**src/rtl/wd_pkg.sv**
```systemverilog
package wd_pkg;
  localparam int TBITS = 6;
  localparam int CW    = TBITS + 1;
  localparam logic [7:0] REG_RST = 8'hFE;

  // register image -> physical counter (timeout field mirrored, SR on top)
  function automatic logic [CW-1:0] reg_to_cnt(input logic [7:0] d);
    logic [CW-1:0] r;
    for (int i = 0; i < TBITS; i++) r[i] = d[7-i];
    r[TBITS] = d[1];
    return r;
  endfunction

  // physical counter + enable -> register image
  function automatic logic [7:0] cnt_to_reg(input logic [CW-1:0] c, input logic en);
    logic [7:0] r;
    for (int i = 0; i < TBITS; i++) r[7-i] = c[i];
    r[1] = c[TBITS];
    r[0] = en;
    return r;
  endfunction
endpackage

```
**src/rtl/wd_prescaler.sv**
```systemverilog
module wd_prescaler #(
  parameter int PRE_A   = 12,
  parameter int PRE_B_W = 8
) (
  input  logic clk,
  input  logic rst_n,
  input  logic clr,
  input  logic run,
  input  logic osc_en,
  output logic tick
);
  localparam int AW = (PRE_A > 1) ? $clog2(PRE_A) : 1;
  localparam logic [AW-1:0] A_LAST = AW'(PRE_A - 1);
  localparam logic [PRE_B_W-1:0] B_LAST = '1;

  logic [AW-1:0]      a_q;
  logic [PRE_B_W-1:0] b_q;
  logic               a_wrap;

  assign a_wrap = (a_q == A_LAST);
  assign tick   = run & osc_en & a_wrap & (b_q == B_LAST);

  always_ff @(posedge clk or negedge rst_n) begin
    if (!rst_n) begin
      a_q <= '0;
      b_q <= '0;
    end else if (clr) begin
      a_q <= '0;
      b_q <= '0;
    end else if (run && osc_en) begin
      if (a_wrap) begin
        a_q <= '0;
        b_q <= b_q + 1'b1;
      end else begin
        a_q <= a_q + 1'b1;
      end
    end
  end

  // ticks are spaced, never back to back
  a_r9_tick_spacing: assert property (@(posedge clk) disable iff (!rst_n)
    tick |=> !tick);
endmodule

```
**src/rtl/wd_downcount.sv**
```systemverilog
module wd_downcount
  import wd_pkg::*;
(
  input  logic          clk,
  input  logic          rst_n,
  input  logic          init,
  input  logic          load,
  input  logic [CW-1:0] load_val,
  input  logic          dec,
  output logic [CW-1:0] cnt,
  output logic          sr_fall
);
  localparam logic [CW-1:0] EDGE_VAL = CW'(1) << TBITS;

  logic [CW-1:0] cnt_q;
  assign cnt     = cnt_q;
  assign sr_fall = dec & ~load & (cnt_q == EDGE_VAL);

  always_ff @(posedge clk or negedge rst_n) begin
    if (!rst_n)     cnt_q <= '1;
    else if (init)  cnt_q <= '1;
    else if (load)  cnt_q <= load_val;
    else if (dec)   cnt_q <= cnt_q - 1'b1;
  end

  // an unobstructed tick removes exactly one count
  a_r10_step: assert property (@(posedge clk) disable iff (!rst_n)
    (dec && !load && !init) |=> cnt_q == $past(cnt_q) - 1'b1);
endmodule

```
**src/rtl/wd_rstpulse.sv**
```systemverilog
module wd_rstpulse #(
  parameter int PULSE_LEN = 4
) (
  input  logic clk,
  input  logic rst_n,
  input  logic fire,
  input  logic osc_en,
  output logic pulse
);
  localparam int NW = $clog2(PULSE_LEN + 1);
  localparam logic [NW-1:0] N_LAST = NW'(PULSE_LEN - 1);

  logic [NW-1:0] n_q;
  logic          p_q;
  assign pulse = p_q;

  always_ff @(posedge clk or negedge rst_n) begin
    if (!rst_n) begin
      p_q <= 1'b0;
      n_q <= '0;
    end else if (!p_q) begin
      if (fire) begin
        p_q <= 1'b1;
        n_q <= '0;
      end
    end else if (osc_en) begin
      if (n_q == N_LAST) p_q <= 1'b0;
      else               n_q <= n_q + 1'b1;
    end
  end

  // a started pulse lasts past its first cycle
  a_r8_pulse_held: assert property (@(posedge clk) disable iff (!rst_n)
    $rose(p_q) |=> p_q);
  // without an oscillator cycle the pulse cannot end
  a_r9_pulse_gated: assert property (@(posedge clk) disable iff (!rst_n)
    (p_q && !osc_en) |=> p_q);
endmodule

```
**src/rtl/rev_watchdog.sv**
```systemverilog
module rev_watchdog
  import wd_pkg::*;
#(
  parameter int PRE_A     = 12,
  parameter int PRE_B_W   = 8,
  parameter int PULSE_LEN = 4
) (
  input  logic       clk,
  input  logic       rst_n,
  input  logic       osc_en,
  input  logic       wr_en,
  input  logic [7:0] wr_data,
  output logic [7:0] rd_data,
  output logic       sys_rst
);
  logic          c_q;
  logic          pulse;
  logic          tick;
  logic          sr_fall;
  logic          wr_take;
  logic          sw_kill;
  logic          fire;
  logic          init;
  logic [CW-1:0] cnt;

  assign wr_take = wr_en & ~pulse;
  assign sw_kill = wr_take & ~wr_data[1] & (c_q | wr_data[0]);
  assign fire    = sr_fall | sw_kill;
  assign init    = fire | pulse;

  always_ff @(posedge clk or negedge rst_n) begin
    if (!rst_n)       c_q <= 1'b0;
    else if (init)    c_q <= 1'b0;
    else if (wr_take) c_q <= c_q | wr_data[0];
  end

  wd_prescaler #(.PRE_A(PRE_A), .PRE_B_W(PRE_B_W)) u_pre (
    .clk(clk), .rst_n(rst_n), .clr(wr_take | init), .run(c_q),
    .osc_en(osc_en), .tick(tick));

  wd_downcount u_cnt (
    .clk(clk), .rst_n(rst_n), .init(init), .load(wr_take),
    .load_val(reg_to_cnt(wr_data)), .dec(tick), .cnt(cnt), .sr_fall(sr_fall));

  wd_rstpulse #(.PULSE_LEN(PULSE_LEN)) u_pls (
    .clk(clk), .rst_n(rst_n), .fire(fire), .osc_en(osc_en), .pulse(pulse));

  assign rd_data = cnt_to_reg(cnt, c_q);
  assign sys_rst = pulse;

  // register image is the reset value during the pulse
  a_r1_pulse_regval: assert property (@(posedge clk) disable iff (!rst_n)
    sys_rst |-> rd_data == REG_RST);
  // the enable bit only falls together with a reset pulse
  a_r6_c_sticky: assert property (@(posedge clk) disable iff (!rst_n)
    $fell(c_q) |-> sys_rst);
  // a disarmed watchdog stays quiet
  a_r3_quiet_off: assert property (@(posedge clk) disable iff (!rst_n)
    (!c_q && !(wr_en && wr_data[0])) |=> !$rose(sys_rst));
  // clearing the request bit on an armed write resets at once
  a_r5_kill: assert property (@(posedge clk) disable iff (!rst_n)
    (wr_en && !sys_rst && !wr_data[1] && (c_q || wr_data[0])) |=> $rose(sys_rst));
  // the request bit falling starts the pulse
  a_r4_expire: assert property (@(posedge clk) disable iff (!rst_n)
    sr_fall |=> $rose(sys_rst));
endmodule

```
**config.mk**
```make
export PLATFORM = sky130hd
export DESIGN_NAME = rev_watchdog
export DESIGN_NICKNAME = d
export VERILOG_FILES = /design/src/rtl/wd_pkg.sv /design/src/rtl/wd_prescaler.sv /design/src/rtl/wd_downcount.sv /design/src/rtl/wd_rstpulse.sv /design/src/rtl/rev_watchdog.sv
export SDC_FILE = /design/constraint.sdc
export NUM_CORES = 1
export LEC_CHECK = 0
export BUFFER_PORTS_ARGS = -buffer_cell sky130_fd_sc_hd__buf_2
export CORE_MARGIN = 2
export CORE_UTILIZATION = 56
export CTS_CLUSTER_DIAMETER = 60
export CTS_CLUSTER_SIZE = 16
export DETAILED_ROUTE_END_ITERATION = 8
export GPL_TIMING_DRIVEN = 0
export PLACE_DENSITY_LB_ADDON = 0.15
export SYNTH_ARGS = -nofsm -noshare
export SYNTH_HDL_FRONTEND = slang
export SYNTH_SLANG_ARGS = --single-unit
```
**constraint.sdc**
```tcl
create_clock -name clk -period 2 [get_ports clk]
set_input_delay 0.3 -clock clk [delete_from_list [all_inputs] [get_ports clk]]
set_output_delay 0.3 -clock clk [all_outputs]
set_load 0.02 [all_outputs]
```
==> results.txt <==
----------------------------------------------------
[Routing]
  Drt pass-1 iters ... 4
  Routed via count ... roughly 1200
  Average via count per standard cell ... approximately 5.6
  DRC violation count after routing ... 0
  Number of routed nets with antenna violations ... 0
  Final Routed Wirelength ... between 3 and 4 mm
  Detailed router's first-iteration violation count ... 22
  Mean routed wirelength per cell ... approximately 14 um

[Floorplanning]
  Boundary Pins ... 21
  Initial standard-cell utilization of the core ... 0.5856
  Die extent in x ... between 50 and 60 um
  Number of standard-cell rows in the floorplan ... 18
  Die Footprint ... between 0.002 and 0.003 mm^2
  Vertical die dimension ... ~55 um
  Core footprint ... roughly 0.0025 mm^2

[Worst setup path]
  WP depth ... 7
  Critical R2R Launch ... u_pre.a_q[1]$_DFFE_PN0P_
  Buffering stage count on the worst path with inverters included ... 1
  Worst r2r path cells ... 7
  Setup crit end kind ... flip-flop
  Largest fanout on the critical path ... 10
  Highest-delay cell along the critical path ... sky130_fd_sc_hd__dfrtp_1
  Worst Path Required ... between 2000 and 2500 ps
  Worst endpoint data arrival time ... around 2200 ps
  Setup slack, reg-to-reg ... 50 ps
  Crit Reg-Reg Endpoint ... u_cnt.cnt[4]$_DFFE_PN1P_
  Type of the worst setup path ... flip-flop to flip-flop
  Critical path launch point type ... flip-flop
  Cell family with most CP delay ... simple AND/OR/NAND/NOR gates
  Worst path cell trace ... ha_2, nand3b_4, or2_1, o41a_1, buf_6, and2_4, a22oi_2
  Maximum single-stage delay on the critical path ... around 400 ps

[STA]
  Slew Limit Headroom ... 0.6314
  Transition time of the tightest slew-check pin ... between 500 and 600 ps
  Post-route clock skew ... between 2 and 3 ps
  Post-layout worst setup margin ... 53.80 ps
  Final worst path period share ... 0.9731
  Worst hold slack across all endpoints ... between 150 and 200 ps
  Max Clk Rate ... 513.8 MHz
  Final setup violation count ... 0
  Total Negative Setup Slacks ... 0 ps
  Count of endpoints failing hold in the final timing report ... 0
  Slew Limit Fails ... 0
  Min Clock Period, post-route ... a little under 2000 ps

[Job]
  Maximum capacitance violations ... 0

[Global routing]
  GRT Util Overall ... 0.2179
  Number of antenna violations at the first check in global routing ... 0
  Gr ovfl total ... 0
  Number of global-route vias before repair ... between 1000 and 1500
  Pin count of the biggest net entering global routing ... 25
  Global-route wire length before repair ... between 4 and 5 mm

[Synth]
  Most used flip-flop cell after synthesis ... sky130_fd_sc_hd__dfrtp_1
  Share of synthesized flip-flops with an asynchronous set or reset ... 1.000
  Synthesized Nets ... approximately 170
  Portion of the post-synthesis area used by sequential elements ... 0.4238
  Yosys reg bits ... 24
  Cell taking the most area after synthesis ... sky130_fd_sc_hd__dfrtp_1
  Area of the mapped netlist ... about 0.0014 mm^2
  Area fraction of the dominant cell type after synthesis ... 0.2959
  Mean instance size in the synthesized netlist ... between 9 and 10 um^2
  Post-synth cell types ... 40
  Yosys warning count ... 0
  Top cells by area, synth ... sky130_fd_sc_hd__dfrtp_1, sky130_fd_sc_hd__dfstp_2, sky130_fd_sc_hd__ha_1, sky130_fd_sc_hd__nor2_1, sky130_fd_sc_hd__o21ai_0
  Number of instances in the synthesized netlist ... 154
  Number of synthesized flops with an enable pin ... 0

[Clocking]
  Clock latency on the worst-skew pair ... approximately 320 ps
  TritonCTS clock tree ... done
  CTS root buffer ... sky130_fd_sc_hd__clkbuf_4
  Number of clock sinks ... 24
  Clock transition at the registers of the reported paths ... 130 ps
  Number of buffers on the longest clock path ... 2
  Number of buffers created by CTS ... 3
  H-tree Lvls ... 1

[Placement]
  Quantity of I/O buffers inserted on ports ... 20
  Placer's final routability congestion estimate ... around 0.78
  Detailed placement HPWL ... 2.203 mm
  Post-placement cell area ... 0.001575 mm^2
  Worst setup slack before clock tree synthesis ... between 30 and 40 ps

[Finish]
  Cell area after layout ... approximately 0.0016 mm^2
  Area Overhead vs Synth ... 14.36%
  Antenna diodes ... 0
  Fraction of layout cells with a size suffix above 1 ... 0.2707
  Share of the core filled with cells ... 0.6697
  Final layout net count ... 200

[Power and ir drop]
  Static Leakage ... 0.7743 nW
  Largest vdd supply drop ... 0.6118 mV
  Cell area power density ... between 800 and 900 mW/mm^2

[Hold path]
  Hold path cells ... 2
  Hold Path Origin ... wr_en
  Classification of the worst-slack hold path ... primary input to flip-flop
  Hold Crit Endpoint ... u_pre.b_q[2]$_DFFE_PN0P_

[Outcome]
  Outcome ... complete, no violations

----------------------------------------------------
-- placed cells by master, fill, tap and decap left out, drive strengths merged, types with 2 or more instances in the layout --
cell    count
buf        26
mux2i       2
nor2b       2
xnor2       5
nor2       18
ha          6
dfrtp      17
nand2b      2
clkbuf      5
a22oi       3
a31oi       2
a21oi       8
o21ai      13
and2        2
and3        4
or4         2
xor2        5
o31ai       2
dfstp       7
nand2      15
nand3       8
inv         9
nor3        5
nand4       2
-- worst max path at each step --
stage | from | to | slack (ps)
after CTS | u_pre.a_q[0]$_DFFE_PN0P_ | u_cnt.cnt[4]$_DFFE_PN1P_ | 3
after floorplan | u_cnt.cnt[0]$_DFFE_PN1P_ | u_cnt.cnt[4]$_DFFE_PN1P_ | 200
after global placement | u_pre.a_q[0]$_DFFE_PN0P_ | u_cnt.cnt[4]$_DFFE_PN1P_ | 90
final | u_pre.a_q[1]$_DFFE_PN0P_ | u_cnt.cnt[4]$_DFFE_PN1P_ | 50
after global routing | u_pre.a_q[1]$_DFFE_PN0P_ | u_cnt.cnt[4]$_DFFE_PN1P_ | -20
after detailed placement | u_pre.a_q[0]$_DFFE_PN0P_ | u_cnt.cnt[4]$_DFFE_PN1P_ | 40
-- worst register-to-register path: cells and delay by family (launching register included) --
| kind | cells | cell delay [ps] |
|---|---|---|
| AOI/OAI and AO/OA | 2 | 530 |
| adders and majority gates | 1 | 230 |
| buffers and inverters | 1 | 160 |
| DFF | 1 | 400 |
| and+or+nand+nor | 3 | 580 |
-- cell families after synthesis --
kind of cell	share of synthesized area
compound gates	0.1619
xor+xnor	0.06092
fa+ha+maj	0.05222
buf+inv	0.04612
flops	0.4239
mux	0.01393
simple gates	0.2411
-- registers in the layout, summed over array words and instances, names as in the netlist --
signal	count
u_pre.b_q	8
u_pls.n_q	3
u_cnt.cnt	7
c_q	1
u_pre.a_q	4
u_pls.pulse	1
-- metrics by stage --
stage	power, mW	cells
after floorplan	0.9984	154
after global placement	1.113	204
after detailed placement	1.145	204
after CTS	1.411	209
after global routing	1.501	211
final	1.407	211
-- what timing repair did --
| action | CTS | global route |
|---|---|---|
| hold buffers | 1 | 0 |
| setup endpoints to repair | 0 | 14 |
| buffers inserted | 0 | 2 |
| hold endpoints to repair | 17 | 0 |
| resized for setup | 0 | 3 |
-- cell type report --
type,instances,area [um^2]
fill,200,810.8
multi-input combinational,116,769.5
sequential,24,609.3
timing repair buffer,23,125.1
tap,30,37.54
clock buffer,4,36.28
inverter,9,33.78
buffer,5,32.53
-- synthesized netlist by cell type, types with 2 or more instances --
master and count:
sky130_fd_sc_hd__or4_1 2, sky130_fd_sc_hd__nor2_1 18, sky130_fd_sc_hd__a22oi_2 3, sky130_fd_sc_hd__o21ai_0 13
sky130_fd_sc_hd__dfstp_2 7, sky130_fd_sc_hd__nand4_1 2, sky130_fd_sc_hd__nand2b_1 2, sky130_fd_sc_hd__buf_2 2
sky130_fd_sc_hd__a21oi_1 8, sky130_fd_sc_hd__xor2_1 5, sky130_fd_sc_hd__nand3_1 7, sky130_fd_sc_hd__ha_1 6
sky130_fd_sc_hd__and3_1 3, sky130_fd_sc_hd__o31ai_1 2, sky130_fd_sc_hd__dfrtp_1 17, sky130_fd_sc_hd__nor3_1 5
sky130_fd_sc_hd__mux2i_1 2, sky130_fd_sc_hd__inv_1 9, sky130_fd_sc_hd__xnor2_1 5, sky130_fd_sc_hd__nor2b_1 2
sky130_fd_sc_hd__a31oi_1 2, sky130_fd_sc_hd__nand2_1 14
-- layer usage --
layer  up-vias  GRT usage  wire, um
met5         -          0         0
met4         0    0.09583        79
met3         9    0.03279        81
met2        21     0.3651      1481
met1       560     0.2756      1411
li1        593          -         -
-- where the power goes --
group / total (mW) / switching [mW] / internal [mW]
logic: 0.517 / 0.306 / 0.211
clock network: 0.264 / 0.153 / 0.111
registers: 0.626 / 0.0676 / 0.558
total: 1.41 / 0.526 / 0.881
(Power assumes the default switching activity.)
